**config.mk**
```make
export PLATFORM = sky130hd
export DESIGN_NAME = cal_corrector
export DESIGN_NICKNAME = d
export VERILOG_FILES = /design/src/rtl/cal_pkg.sv /design/src/rtl/cal_coef_bank.sv /design/src/rtl/cal_apply.sv /design/src/rtl/cal_corrector.sv
export SDC_FILE = /design/constraint.sdc
export NUM_CORES = 2
export LEC_CHECK = 0
export ABC_AREA = 1
export BUFFER_PORTS_ARGS = -buffer_cell sky130_fd_sc_hd__clkbuf_2
export CORE_MARGIN = 1.5
export CORE_UTILIZATION = 60
export CTS_CLUSTER_DIAMETER = 60
export DETAILED_ROUTE_END_ITERATION = 10
export PLACE_DENSITY = 0.78
export SYNTH_ARGS = -nofsm -noshare
export SYNTH_HDL_FRONTEND = slang
export SYNTH_SLANG_ARGS = --single-unit
```
**constraint.sdc**
```tcl
create_clock -name clk -period 12.4 [get_ports clk]
set_input_delay 1.86 -clock clk [delete_from_list [all_inputs] [get_ports clk]]
set_output_delay 1.86 -clock clk [all_outputs]
set_load 0.05 [all_outputs]
```
**src/rtl/cal_pkg.sv**
```systemverilog
package cal_pkg;
  localparam logic [2:0] ADDR_OFS  = 3'b101;
  localparam logic [2:0] ADDR_GAIN = 3'b110;
  // mode code: bit 2 marks a calibration, bit 0 picks gain (1) or offset (0)
  localparam int MODE_CAL_BIT  = 2;
  localparam int MODE_GAIN_BIT = 0;
endpackage

```
**src/rtl/cal_coef_bank.sv**
```systemverilog
module cal_coef_bank
  import cal_pkg::*;
#(
  parameter int DW    = 24,
  parameter int NPAIR = 3,
  parameter int CW    = 3
) (
  input  logic          clk,
  input  logic          rst_n,
  input  logic [CW-1:0] chan_sel,
  input  logic          cal_done,
  input  logic [2:0]    cal_mode,
  input  logic [DW-1:0] cal_meas,
  input  logic          reg_we,
  input  logic [2:0]    reg_addr,
  input  logic [DW-1:0] reg_wdata,
  output logic [DW-1:0] ofs_sel,
  output logic [DW-1:0] gain_sel
);
  localparam int IW = (NPAIR > 1) ? $clog2(NPAIR) : 1;
  localparam logic [DW-1:0] GAIN_ONE = DW'(1) << (DW - 1);

  logic [IW-1:0] idx;
  logic cap_ofs, cap_gain, wr_ofs, wr_gain;
  logic [NPAIR-1:0][DW-1:0] ofs_q, gain_q;

  always_comb begin
    idx      = IW'(chan_sel % CW'(NPAIR));
    cap_ofs  = cal_done && cal_mode[MODE_CAL_BIT] && !cal_mode[MODE_GAIN_BIT];
    cap_gain = cal_done && cal_mode[MODE_CAL_BIT] &&  cal_mode[MODE_GAIN_BIT];
    wr_ofs   = reg_we && (reg_addr == ADDR_OFS);
    wr_gain  = reg_we && (reg_addr == ADDR_GAIN);
  end

  for (genvar g = 0; g < NPAIR; g++) begin : g_pair
    logic          hit, ofs_en, gain_en;
    logic [DW-1:0] ofs_d, gain_d;

    always_comb begin
      hit     = (idx == IW'(g));
      ofs_en  = hit && (cap_ofs || wr_ofs);
      gain_en = hit && (cap_gain || wr_gain);
      ofs_d   = cap_ofs  ? cal_meas : reg_wdata;
      gain_d  = cap_gain ? cal_meas : reg_wdata;
    end

    always_ff @(posedge clk or negedge rst_n) begin
      if (!rst_n) begin
        ofs_q[g]  <= '0;
        gain_q[g] <= GAIN_ONE;
      end else begin
        if (ofs_en)  ofs_q[g]  <= ofs_d;
        if (gain_en) gain_q[g] <= gain_d;
      end
    end
  end

  assign ofs_sel  = ofs_q[idx];
  assign gain_sel = gain_q[idx];

  // offset capture wins over a port write
  a_r8_ofs_capture: assert property (@(posedge clk) disable iff (!rst_n)
    cal_done && cal_mode[2] && !cal_mode[0] |=> ofs_q[$past(idx)] == $past(cal_meas));

  a_r9_gain_capture: assert property (@(posedge clk) disable iff (!rst_n)
    cal_done && cal_mode[2] && cal_mode[0] |=> gain_q[$past(idx)] == $past(cal_meas));

  a_r10_no_cal: assert property (@(posedge clk) disable iff (!rst_n)
    !reg_we && !(cal_done && cal_mode[2]) |=> $stable(ofs_q) && $stable(gain_q));
endmodule

```
**src/rtl/cal_apply.sv**
```systemverilog
module cal_apply #(
  parameter int DW   = 24,
  parameter int FRAC = 23
) (
  input  logic          clk,
  input  logic          rst_n,
  input  logic          filt_valid,
  input  logic [DW-1:0] filt_data,
  input  logic [DW-1:0] ofs,
  input  logic [DW-1:0] gain,
  output logic          res_valid,
  output logic [DW-1:0] res_data
);
  localparam int PW = 2 * DW;

  logic [DW:0]   diff;
  logic [DW-1:0] mag;
  logic [PW-1:0] prod, scaled;
  logic [DW-1:0] res_d;
  logic          vld_q;
  logic [DW-1:0] res_q;

  always_comb begin
    diff   = {1'b0, filt_data} - {1'b0, ofs};
    mag    = diff[DW] ? '0 : diff[DW-1:0];
    prod   = {{DW{1'b0}}, mag} * {{DW{1'b0}}, gain};
    scaled = prod >> FRAC;
    res_d  = (|scaled[PW-1:DW]) ? '1 : scaled[DW-1:0];
  end

  always_ff @(posedge clk or negedge rst_n) begin
    if (!rst_n) begin
      vld_q <= 1'b0;
      res_q <= '0;
    end else begin
      vld_q <= filt_valid;
      if (filt_valid) res_q <= res_d;
    end
  end

  assign res_valid = vld_q;
  assign res_data  = res_q;

  a_r7_strobe: assert property (@(posedge clk) disable iff (!rst_n)
    filt_valid |=> res_valid);
  a_r7_quiet: assert property (@(posedge clk) disable iff (!rst_n)
    !filt_valid |=> !res_valid && $stable(res_data));
  a_r5_clamp: assert property (@(posedge clk) disable iff (!rst_n)
    filt_valid && (filt_data <= ofs) |=> res_data == '0);
  a_r6_ceiling: assert property (@(posedge clk) disable iff (!rst_n)
    filt_valid && (&filt_data) && (ofs == '0) && gain[DW-1] && (|gain[DW-2:0]) |=> &res_data);
endmodule

```
**src/rtl/cal_corrector.sv**
```systemverilog
module cal_corrector
  import cal_pkg::*;
#(
  parameter int DW    = 24,
  parameter int NPAIR = 3,
  parameter int CW    = 3
) (
  input  logic          clk,
  input  logic          rst_n,
  input  logic [CW-1:0] chan_sel,
  input  logic          cal_done,
  input  logic [2:0]    cal_mode,
  input  logic [DW-1:0] cal_meas,
  input  logic          reg_we,
  input  logic [2:0]    reg_addr,
  input  logic [DW-1:0] reg_wdata,
  output logic [DW-1:0] reg_rdata,
  input  logic          filt_valid,
  input  logic [DW-1:0] filt_data,
  output logic          res_valid,
  output logic [DW-1:0] res_data
);
  logic [DW-1:0] ofs_sel, gain_sel;

  cal_coef_bank #(.DW(DW), .NPAIR(NPAIR), .CW(CW)) bank_i (
    .clk(clk), .rst_n(rst_n), .chan_sel(chan_sel),
    .cal_done(cal_done), .cal_mode(cal_mode), .cal_meas(cal_meas),
    .reg_we(reg_we), .reg_addr(reg_addr), .reg_wdata(reg_wdata),
    .ofs_sel(ofs_sel), .gain_sel(gain_sel)
  );

  cal_apply #(.DW(DW), .FRAC(DW - 1)) apply_i (
    .clk(clk), .rst_n(rst_n), .filt_valid(filt_valid), .filt_data(filt_data),
    .ofs(ofs_sel), .gain(gain_sel), .res_valid(res_valid), .res_data(res_data)
  );

  // read mux
  always_comb begin
    if (reg_addr == ADDR_OFS)       reg_rdata = ofs_sel;
    else if (reg_addr == ADDR_GAIN) reg_rdata = gain_sel;
    else                            reg_rdata = '0;
  end

  a_r3_write_lands: assert property (@(posedge clk) disable iff (!rst_n)
    reg_we && (reg_addr == ADDR_GAIN) && !(cal_done && cal_mode[2])
    |=> ($past(chan_sel) != chan_sel) || (gain_sel == $past(reg_wdata)));
endmodule

```
# After elaboration in Yosys (flattened, before gate mapping)
# Index checks and enable logic that the tools add are counted.
[classes]
add_sub_neg = 1
n_mul = 1
div_mod_pow = 1
n_lt_le_gt_ge = 1
n_eq_ne = 4
shifts = 0
mux = 10
bitwise_logic = 0
reduce_logical = 15
[ops]
columns = ["op", "n"]
rows = [
  ["$mux W24", 8],
  ["$bmux W24 S2", 2],
  ["$mul A24 B24 Y48", 1],
  ["$sub A24 B24 Y25", 1],
  ["$logic_and A1 B1 Y1", 11],
  ["$eq A3 B3 Y1 const B", 2],
  ["$lt A2 B3 Y1 const B", 1],
  ["$mod A3 B2 Y3 const B", 1],
  ["$eq A2 B1 Y1 const B", 1],
  ["$eq A2 B2 Y1 const B", 1],
  ["$logic_not A2 Y1", 1],
  ["$logic_or A1 B1 Y1", 2],
  ["$logic_not A1 Y1", 1],
]
[word_totals]
reg_bits = 169
latch_bits = 0
ramBits = 0
rom_bits = 0
input_bits = 86
out_inout_bits = 49
mem_count = 0

# Depth between registers and ports, before layout
[logic_depth]
word_depth = 7
mapped_depth = 64

# By module
# From an unflattened synthesis, not the netlist that was laid out.
[unflattened]
cells_unflattened = 3931
area_unflattened_um2 = 29717.3
[modules_own_cells]
columns = ["mod", "n_inst", "cells_each", "area_each_um2", "seq_area_each_um2"]
rows = [
  ["cal_apply", 1, 2694, 21096.5, 625.6],
  ["cal_coef_bank", 1, 1148, 8084.0, 3607.2],
  ["cal_corrector", 1, 89, 536.8, 0.0],
]

# Least setup slack after synthesis
# Ideal clock, no wire load.
[synth_path]
path_type = "input-to-reg"
from = "input port chan_sel[1]"
to = "register apply_i.res_q[20], in the netlist apply_i.res_data[20]"
setup_ns = 0.133
t_arrival_ns = 11.688
t_required_ns = 12.267
slack_ns = 0.579
cell_stages = 57
cell_sequence = "inv_2 nor2_1 ha_1 inv_2 nand2_4 nand2_2 nand2_2 buf_2 nand2_1 clkbuf_1 buf_1 o22ai_1 a21oi_1 ha_1 a21oi_1 o21ai_1 a21oi_1 inv_1 [... 21 more ...] fa_1 inv_1 fa_1 inv_1 ha_1 a21oi_1 inv_1 a31oi_1 inv_1 nor2_1 o21ai_0 a2111oi_0 nand2_1 nand2_2 nand3_4 inv_4 buf_12 a31oi_4"
[synth_via]
elab_chain_cells = 7
[synth_rtl]
columns = ["item", "line", "rtl"]
rows = [
  ["start, declared", "cal_corrector.sv:10", "input logic [CW-1:0] chan_sel,"],
  ["$mod A3 B2 Y3 (*)", "cal_coef_bank.sv:28", "idx = IW'(chan_sel % CW'(NPAIR));"],
  ["$bmux W24 S2", "cal_coef_bank.sv:58", "assign ofs_sel = ofs_q[idx];"],
  ["$mux W24 (implied by the code)", "cal_coef_bank.sv:58", ""],
  ["$sub A24 B24 Y25", "cal_apply.sv:24", "diff = {1'b0, filt_data} - {1'b0, ofs};"],
  ["$mux W24", "cal_apply.sv:25", "mag = diff[DW] ? '0 : diff[DW-1:0];"],
  ["$mul A24 B24 Y48 (*)", "cal_apply.sv:26", "prod = {{DW{1'b0}}, mag} * {{DW{1'b0}}, gain};"],
  ["$mux W24 (*)", "cal_apply.sv:28", "res_d = (|scaled[PW-1:DW]) ? '1 : scaled[DW-1:0];"],
  ["end signal, assigned", "cal_apply.sv:37", "if (filt_valid) res_q <= res_d;"],
  ["end, declared", "cal_apply.sv:21", "logic [DW-1:0] res_q;"],
]
# Mark *: on every way between the ends. The rest lies on a longest branch, timed or not. The select of a mux whose other input is x is not followed.
# A chain may end at the register's enable or synchronous reset.

# Final worst setup path
[layout_path]
from = "input port chan_sel[1]"
to = "register apply_i.res_q[5], in the netlist apply_i.res_data[5]"
# Same word-level chain as after synthesis.

==> summary.txt <==
Critical path
  • WP data arrival: ~12 ns
  • Critical path required time: 12.77 ns
  • CP dominant cell by count: inv_1
  • Critical path fanouts, max: 27
  • CP Capture Type: register
  • CP Class: input pin to register
  • CP max stage cell: fa_1
  • Slowest stage delay, CP: 0.51 ns
  • CP startpoint kind: input pin

Clock network
  • CTS tree: built
  • CTS Buf Count: 17
  • CTS max path bufs: 2
  • Reg clk slew, reported paths: 0.08 ns
  • Worst-Skew Late Latency: about 0.5 ns
  • Root Driver: clkbuf_16
  • H-tree depth: 4
  • CTS sink count: 169

STA
  • Worst-Margin Slew: approximately 1.3 ns
  • Setup Skew: 0.0191 ns
  • Relative slew slack: 0.147
  • Achievable frequency: 0.0840 GHz
  • Final Setup Violations: 0
  • Fin. max-slew vios: 0
  • Final Hold Fails: 0
  • Final min period: 11.90 ns
  • Period Utilization, post-route: 0.960
  • Hold WS: ~0.51 ns

Place
  • Hpwl dp: 70100 um
  • I/O Buffers: 133
  • Placer congestion estimate: just over 1

Die
  • Die Wd: 220 um
  • I/O pin cnt: between 100 and 150
  • Die extent in y: 220 um
  • Row count: just under 80
  • Floorplan Core Area: 0.0466 mm^2
  • Starting Density: 0.609
  • Die area: 0.0486 mm^2

Cells and area
  • Util after Layout: 0.662
  • Layout area overhead: 8.62%
  • NumNets Final: around 4.4k
  • Share of cells above drive strength 1: 0.124
  • Diodes inserted: 0

Route
  • Routed WL per cell: between 20 and 25 um
  • Detailed Route Iter0 Violations: 2690
  • Avg Vias per Cell: 5.80
  • Vias: approximately 24k
  • Routed Antenna Nets: 0
  • Routed wire length: 90000 um
  • Pre-Repair DR Iteration Count: 9
  • Drc violations: 0

Job
  • MaxCap Viol Count: 0

Hold path
  • Worst Hold Class: register to register

Synthesis
  • Ys flop type: dfrtp_1
  • Top-area cell type share of the netlist area: 0.340
  • Mean Syn Cell Area: 8.15 um^2
  • Cell Area, Synth: 0.0284 mm^2
  • Asr flop ratio synth: 1.00
  • Area contributors post-synth: fa_1, dfrtp_1, inv_1
  • Syn Inst Count: about 3.5k
  • Post-synth cell types: 61
  • Ys Warns: 0
  • Seq/Total Area, Yosys: 0.149
  • #FFs+latches synth: roughly 170
  • Synth top cells by count: inv_1, nand2_1, fa_1
  • Largest area contributor in the netlist: fa_1
  • Most frequent cell after synthesis: inv_1
  • Syn_nets: roughly 4.2k
  • EDFF count, synth: 0

Global routing
  • Overall routing resource usage: 0.393
  • Initial antenna violation count: 0
  • Number of global-route vias before repair: around 25k
  • Largest net degree at the start of global routing: 96
  • First-pass GRT wire length: between 100000 and 150000 um
  • Gr ovfl total: 0

Run status
  • Status: complete, no violations
==> placed cells by master, fill, tap and decap left out, types with 13 or more instances in the layout <==
master / instances
clkbuf_16: 17
a31oi_1: 19
nor3_1: 18
buf_4: 97
o21ai_0: 183
xor2_1: 16
a21oi_1: 97
nand3_1: 29
xnor2_1: 21
nand3_2: 13
dfrtp_1: 166
nor2_1: 424
clkbuf_2: 132
nand2_1: 529
nand4_1: 53
o22ai_1: 41
fa_1: 482
ha_1: 192
inv_1: 823
mux2_2: 76
==> state kept, by name, summed over array words and instances, names as in the netlist <==
signal             flops
bank_i.gain_q         72
bank_i.ofs_q          72
apply_i.res_data      24
apply_i.res_valid      1
==> final timing paths <==
kind	startpoint	endpoint	slack [ns]	depth (start not counted)
worst min register to register	bank_i.gain_q[36]$_DFFE_PN0P_	bank_i.gain_q[36]$_DFFE_PN0P_	0.51	1
worst min-delay path	bank_i.gain_q[36]$_DFFE_PN0P_	bank_i.gain_q[36]$_DFFE_PN0P_	0.51	1
min in group asynchronous	rst_n	bank_i.gain_q[48]$_DFFE_PN0P_	1.44	1
worst max register to register	bank_i.ofs_q[24]$_DFFE_PN0P_	apply_i.res_data[5]$_DFFE_PN0P_	2.43	47
max in group asynchronous	rst_n	bank_i.ofs_q[26]$_DFFE_PN0P_	9.42	2
worst max-delay path	chan_sel[1]	apply_i.res_data[5]$_DFFE_PN0P_	0.50	53
==> per-stage QoR <==
stage	setup TNS [ns]	cells	setup WS (ns)	instance area (um^2)
final	0	4208	0.495	30800
after floorplan	0	3480	0.579	28400
after global routing	-0.179	4208	-0.0354	30800
after detailed placement	-3.66	4177	-0.260	30100
after CTS	0	4208	0.139	30700
after global placement	-1.12	4177	-0.112	30100
==> cell families after synthesis <==
| logic type | share of synthesized area |
|---|---|
| mux | 0.0302 |
| xor+xnor | 0.0114 |
| simple gates | 0.164 |
| buf+inv | 0.133 |
| flops | 0.149 |
| compound gates | 0.0868 |
| fa+ha+maj | 0.426 |
==> metal layers <==
layer  vias to the layer above  track usage  routed length (um)
met4                         0        0.211                5660
li1                      10727            -                   -
met5                         -            0                   0
met2                      1539        0.576               38300
met1                     11804        0.517               33200
met3                       321        0.130               12900
==> worst max-delay path, delay by kind of cell <==
family | cells | cell delay (ns)
AOI/OAI and AO/OA | 8 | 1.55
buffers and inverters | 20 | 2.80
adders and majority gates | 10 | 3.96
and+or+nand+nor | 15 | 2.05
==> what timing repair did <==
action | in CTS | in global routing
buffers inserted | 0 | 0
gates resized for setup | 0 | 30
endpoints found under the setup margin | 0 | 24
hold buffers | 0 | 0
==> layout make-up <==
cell class / instances / area, um^2
clock buffers: 18 / 439
repair buffers: 237 / 1500
well taps: 607 / 759
fillers: 3853 / 15800
flip-flops and latches: 169 / 4230
clock inverters: 13 / 168
multi-input cells: 2322 / 20500
inverters: 842 / 3170
Power is left out: the tool's default activity adds up to more than one toggle a clock period on the data nets, which glitch-free logic cannot reach.
